==> src/rtl/nand_page_reader.sv <==
module nand_page_reader #(
  parameter int WE_LO      = 2,
  parameter int WE_HI      = 2,
  parameter int RE_LO      = 2,
  parameter int RE_HI      = 2,
  parameter int WB_CYC     = 4,
  parameter int BUSY_MAX   = 4000,
  parameter int PG_PER_BLK = 32,
  parameter int LEN_W      = 12
)(
  input  logic             clk,
  input  logic             rst_n,
  input  logic             req_valid,
  output logic             req_ready,
  input  logic [23:0]      req_row,
  input  logic [7:0]       req_col,
  input  logic [1:0]       req_area,
  input  logic [LEN_W-1:0] req_len,
  input  logic             req_seq,
  output logic             done,
  output logic             rd_err,
  output logic             dout_valid,
  input  logic             dout_ready,
  output logic [7:0]       dout_data,
  output logic             nand_ce_n,
  output logic             nand_cle,
  output logic             nand_ale,
  output logic             nand_we_n,
  output logic             nand_re_n,
  output logic [7:0]       nand_io_out,
  output logic             nand_io_oe,
  input  logic [7:0]       nand_io_in,
  input  logic             nand_rb
);
  localparam int PGB = (PG_PER_BLK > 1) ? $clog2(PG_PER_BLK) : 1;
  localparam int TMW = $clog2(BUSY_MAX + WB_CYC + WE_LO + WE_HI + RE_LO + RE_HI + 2);
  localparam logic [9:0] LAST_POS  = 10'd527;
  localparam logic [9:0] SPARE_POS = 10'd512;

  typedef enum logic [2:0] {S_IDLE, S_CMD, S_ADR, S_WB, S_BSY, S_RE, S_OUT, S_GAP} st_t;

  st_t              st;
  logic             ph;
  logic [TMW-1:0]   tmr, lim;
  logic [1:0]       aidx, area;
  logic [23:0]      row;
  logic [7:0]       col_r, abyte;
  logic [9:0]       pos;
  logic [LEN_W-1:0] left;
  logic             seq, ptr_sp;

  wire tdone    = (tmr == lim);
  wire blk_last = (row[PGB-1:0] == PGB'(PG_PER_BLK - 1));
  wire need_cmd = (req_area == 2'd1) || (req_area[1] != ptr_sp);
  wire [7:0] cmd_code = area[1] ? 8'h50 : (area[0] ? 8'h01 : 8'h00);
  wire [9:0] start_pos = req_area[1] ? {6'b100000, req_col[3:0]} : {1'b0, req_area[0], req_col};

  always_comb begin
    case (st)
      S_CMD, S_ADR: lim = ph ? TMW'(WE_HI - 1) : TMW'(WE_LO - 1);
      S_RE:         lim = ph ? TMW'(RE_LO - 1) : TMW'(RE_HI - 1);
      S_WB:         lim = TMW'(WB_CYC - 1);
      S_BSY:        lim = TMW'(BUSY_MAX - 1);
      S_GAP:        lim = TMW'(WE_LO + WE_HI - 1);
      default:      lim = '0;
    endcase
  end

  always_comb begin
    case (aidx)
      2'd0:    abyte = area[1] ? {4'h0, col_r[3:0]} : col_r;
      2'd1:    abyte = row[7:0];
      2'd2:    abyte = row[15:8];
      default: abyte = row[23:16];
    endcase
  end

  assign req_ready   = (st == S_IDLE);
  assign nand_ce_n   = (st == S_IDLE) || (st == S_GAP);
  assign nand_cle    = (st == S_CMD);
  assign nand_ale    = (st == S_ADR);
  assign nand_io_oe  = nand_cle || nand_ale;
  assign nand_we_n   = !(nand_io_oe && !ph);
  assign nand_re_n   = !((st == S_RE) && ph);
  assign nand_io_out = nand_cle ? cmd_code : abyte;

  always_ff @(posedge clk or negedge rst_n) begin
    if (!rst_n) begin
      st <= S_IDLE; ph <= 1'b0; tmr <= '0; aidx <= '0; area <= '0;
      row <= '0; col_r <= '0; pos <= '0; left <= '0; seq <= 1'b0;
      ptr_sp <= 1'b0; done <= 1'b0; rd_err <= 1'b0;
      dout_valid <= 1'b0; dout_data <= '0;
    end else begin
      done <= 1'b0;
      tmr  <= tdone ? '0 : tmr + 1'b1;
      case (st)
        S_IDLE: if (req_valid) begin
          rd_err <= 1'b0;
          row <= req_row; col_r <= req_col; area <= req_area;
          seq <= req_seq; left <= req_len; pos <= start_pos;
          ph <= 1'b0; aidx <= '0;
          if (req_len == '0) done <= 1'b1;
          else st <= need_cmd ? S_CMD : S_ADR;
        end
        S_CMD: if (tdone) begin
          ph <= !ph;
          if (ph) begin
            ptr_sp <= area[1];
            st <= S_ADR;
            aidx <= '0;
          end
        end
        S_ADR: if (tdone) begin
          ph <= !ph;
          if (ph) begin
            if (aidx == 2'd3) st <= S_WB;
            aidx <= aidx + 1'b1;
          end
        end
        S_WB: if (tdone) st <= S_BSY;
        S_BSY: if (nand_rb) begin
          st <= S_RE; ph <= 1'b0; tmr <= '0;
        end else if (tdone) begin
          rd_err <= 1'b1; done <= 1'b1; st <= S_IDLE;
        end
        S_RE: if (tdone) begin
          ph <= !ph;
          if (ph) begin
            dout_data <= nand_io_in;
            dout_valid <= 1'b1;
            st <= S_OUT;
          end
        end
        S_OUT: if (dout_ready) begin
          dout_valid <= 1'b0;
          left <= left - 1'b1;
          pos  <= pos + 10'd1;
          if (left == LEN_W'(1) || (pos == LAST_POS && !seq)) begin
            done <= 1'b1; st <= S_IDLE;
          end else if (pos == LAST_POS) begin
            row <= row + 24'd1; col_r <= '0; area <= {area[1], 1'b0};
            pos <= area[1] ? SPARE_POS : 10'd0;
            ph <= 1'b0; aidx <= '0;
            st <= blk_last ? S_GAP : S_WB;
          end else st <= S_RE;
        end
        S_GAP: if (tdone) st <= S_CMD;
        default: st <= S_IDLE;
      endcase
    end
  end

  AST_OUT_HOLD:   assert property (@(posedge clk) disable iff (!rst_n) dout_valid && !dout_ready |=> dout_valid && $stable(dout_data));
  AST_RE_PAUSE:   assert property (@(posedge clk) disable iff (!rst_n) dout_valid |-> nand_re_n);
  AST_RE_READY:   assert property (@(posedge clk) disable iff (!rst_n) $fell(nand_re_n) |-> nand_rb && !nand_ce_n);
  AST_ONE_STROBE: assert property (@(posedge clk) disable iff (!rst_n) $onehot0({nand_cle, nand_ale, !nand_re_n}));
  AST_TIMEOUT_CE: assert property (@(posedge clk) disable iff (!rst_n) $rose(rd_err) |-> nand_ce_n && done);
  AST_DONE_IDLE:  assert property (@(posedge clk) disable iff (!rst_n) done |-> req_ready && !dout_valid);
  generate if (WE_LO > 1) begin : g_we_w
    AST_WE_WIDTH: assert property (@(posedge clk) disable iff (!rst_n) $fell(nand_we_n) |=> !nand_we_n);
  end endgenerate
endmodule

==> config.mk <==
export PLATFORM = sky130hd
export DESIGN_NAME = nand_page_reader
export DESIGN_NICKNAME = d
export VERILOG_FILES = /design/src/rtl/nand_page_reader.sv
export SDC_FILE = /design/constraint.sdc
export NUM_CORES = 1
export LEC_CHECK = 0
export BUFFER_PORTS_ARGS = -buffer_cell sky130_fd_sc_hd__clkbuf_2
export CORE_MARGIN = 4
export CORE_UTILIZATION = 48
export DETAILED_ROUTE_END_ITERATION = 8
export PLACE_DENSITY = 0.7
export SETUP_SLACK_MARGIN = 0.15
export SYNTH_ARGS = -nofsm -noshare
export SYNTH_HDL_FRONTEND = slang
export SYNTH_SLANG_ARGS = --single-unit
==> constraint.sdc <==
create_clock -name clk -period 3.4 [get_ports clk]
set_clock_uncertainty 0.1 [all_clocks]
set_input_delay 1.02 -clock clk [delete_from_list [all_inputs] [get_ports clk]]
set_output_delay 1.02 -clock clk [all_outputs]
set_load 0.01 [all_outputs]
==> flow_summary.json <==
{
  "cp-endpoint": "nand_io_out[5]",
  "cp-startpoint": "aidx[1]",
  "io_pins": 86,
  "critical_path.cell_chain": "inv_1, ha_1, nor2b_4, nand2_1, a221oi_1, clkbuf_2",
  "synth_ff_type": "dfrtp_1",
  "setup_violations": 0,
  "ys_types": 67,
  "cts_tree": "done",
  "cts_max_level": 3,
  "fin_crit_ns": 3.14,
  "fmaxAchievable_ghz": 0.318,
  "drtIter0Drc": 594,
  "finalPower_uw": 5560,
  "cts_root_buf": "clkbuf_8",
  "required_ns": 2.28,
  "post_cts_buffers": 0,
  "cp.depth": 6,
  "fill_cells": 998,
  "netlist_top_cells_area": "dfrtp_1 41%, a21oi_1 6.8%, o21ai_0 4.9%, nand2_1 4.0%, nand3_1 3.5%",
  "fin_ws_ns": 0.259,
  "layout_common_cells": "86 x dfrtp_1, 84 x clkbuf_2, 72 x a21oi_1",
  "rr_endpoint": "row[4]",
  "holdBufCountCts": 0,
  "avgRoutedWirePerCell_um": 17.8,
  "synth-seq-area-share": 0.412,
  "first_global_vias": 5052,
  "r2r_slack_ns": 0.56,
  "start_util": 0.490,
  "clk_pin_slew_worst_paths_ns": 0.08,
  "final_common_cell": "dfrtp_1",
  "synth_top_area_frac": 0.412,
  "yosysWarnings": 0,
  "relSlewSlack": 0.347,
  "n_antenna_cell": 0,
  "fin_nets": 766,
  "die_area_um2": 12800,
  "cts_sinks": 87,
  "rsz0062_at_grt": "false",
  "dp_cells": 825,
  "slowest_stage": "dfrtp_1",
  "drv_cap": 0,
  "die_w_um": 113,
  "peakVddDrop_mv": 0.518,
  "syn_inst": 627,
  "hold_depth": 2,
  "avgViaCountPerCell": 6.21,
  "grt_max_degree": 54,
  "synthesis.area_um2": 5290,
  "grt_pass1_wl_um": 25000,
  "cts_resized": 0,
  "numPortBuffers": 85,
  "wl_um": 15000,
  "startpoint_type": "register",
  "yosysTopAreaCell": "dfrtp_1",
  "coreArea_um2": 10800,
  "avgSynthCellArea_um2": 8.43,
  "rr_worst_depth": 7,
  "tightest_slew_ns": 0.955,
  "dp_hpwl_um": 10800,
  "holdWs_ns": 0.403,
  "critPathCaptureType": "output pin",
  "powerDensity_nw_per_um2": 914,
  "cts_inserted_buffers": 9,
  "path_buf_inv": 2,
  "synth_edf_count": 0,
  "rr_startpoint": "left[0]",
  "slew_violations": 0,
  "firstDrtPassIters": 6,
  "drive_above_1_share": 0.198,
  "p_leak_uw": 0.00263,
  "ant_nets": 0,
  "critPathKind": "reg -> out",
  "worstPathArrival_ns": 2.02,
  "vias": 5225,
  "worst_path_dominant_cell_family": "flip-flops",
  "core.rowCount": 38,
  "ys_seq_elements": 87,
  "async_reset_ff_frac": 1.00,
  "drc": 0,
  "fin_cells": 841,
  "die_h_um": 113,
  "status": "finished clean",
  "critPathMaxStageDelay_ns": 0.43,
  "crit_fanout": 5,
  "clk_latency_ns": 0.37,
  "cts_buffer_depth": 2,
  "gp_congestion": 0.910,
  "period_share": 0.924,
  "overflow": 0,
  "hold_violations": 0,
  "area_growth_pct": 15.0,
  "hold_path.class": "reg -> reg",
  "grtUsageTotal": 0.242,
  "pre_cts_slack_ns": 0.414,
  "synth_nets": 697,
  "antenna_found_initial": 0,
  "setup_tns_ns": 0
}
-- cell type report --
type,instances,area [um2],area share
clock inverters,3,65.1,0.0107
repair buffers,97,531,0.0873
clock buffers,13,159,0.0261
flip-flops and latches,87,2180,0.358
well taps,140,175,0.0288
multi-input cells,476,2880,0.473
inverters,25,93.8,0.0154
-- state kept, by name (all words and copies together), names as in the netlist, 2 cells and up --
| signal | cells |
|---|---|
| aidx | 2 |
| left | 12 |
| st | 3 |
| pos | 10 |
| dout_data | 8 |
| col_r | 8 |
| tmr | 12 |
| row | 24 |
| area | 2 |
-- worst min-delay path: stages, from the launching register on --
cell	delay (ns)
dfrtp_1	0.36
nand2_1	0.05
o21ai_0	0.06
-- synth_stat cells (4+ instances only) --
master	instances
dfrtp_1	87
a21oi_1	72
nand2_1	57
o21ai_0	52
nor2_1	48
nand3_1	37
clkbuf_1	29
inv_1	24
and3_1	15
nand4_1	14
o22ai_1	13
nor3_1	11
a22o_1	10
ha_1	10
mux2_2	9
nor4_1	9
a2bb2oi_1	8
buf_2	8
o211ai_1	8
xnor2_1	7
a31oi_1	6
nor2b_1	6
o31ai_1	6
a221oi_1	5
a32oi_1	5
and4_1	5
xor2_1	5
a222oi_1	4
or3_1	4
-- power breakdown --
| group | internal [uW] | switching (uW) | total [uW] | leakage (uW) |
|---|---|---|---|---|
| Combinational | 1090 | 1620 | 2720 | 0.00146 |
| Sequential | 1480 | 541 | 2020 | 0.00106 |
| Clock | 454 | 370 | 825 | 0.000114 |
| Total | 3020 | 2540 | 5560 | 0.00263 |
-- through the flow --
step / instance area [um2] / utilization
after floorplan: 5290 / -
after global placement: 5840 / 0.541
after detailed placement: 5840 / 0.541
after CTS: 6060 / 0.562
after global routing: 6080 / 0.563
final: 6080 / 0.563
-- worst min path at each step --
| stage | to | slack, ns | startpoint |
|---|---|---|---|
| floorplan | left[7] | 0.35 | left[7] |
| global placement | left[7] | 0.38 | left[7] |
| detailed placement | left[7] | 0.39 | left[7] |
| CTS | left[7] | 0.40 | left[7] |
| global route | dout_data[0] | 0.42 | dout_data[0] |
| finish | left[7] | 0.40 | left[7] |
-- kinds of logic (layout without fill, tap and decap cells) --
kind of cell / after synthesis / after routing / share of synthesized area
flops: 87 / 87 / 0.412
xor+xnor: 12 / 12 / 0.0199
mux: 9 / 9 / 0.0192
compound gates: 216 / 216 / 0.258
simple gates: 228 / 228 / 0.219
buf+inv: 64 / 138 / 0.0473
fa+ha+maj: 11 / 11 / 0.0256
-- routing by layer --
| layer | up-vias | routed length, um | track usage |
|---|---|---|---|
| met5 | - | 0 | 0 |
| met4 | 0 | 388 | 0.107 |
| met3 | 32 | 1190 | 0.0396 |
| met2 | 235 | 6940 | 0.376 |
| met1 | 2500 | 6460 | 0.334 |
| li1 | 2458 | - | - |
(Power assumes the default switching activity.)
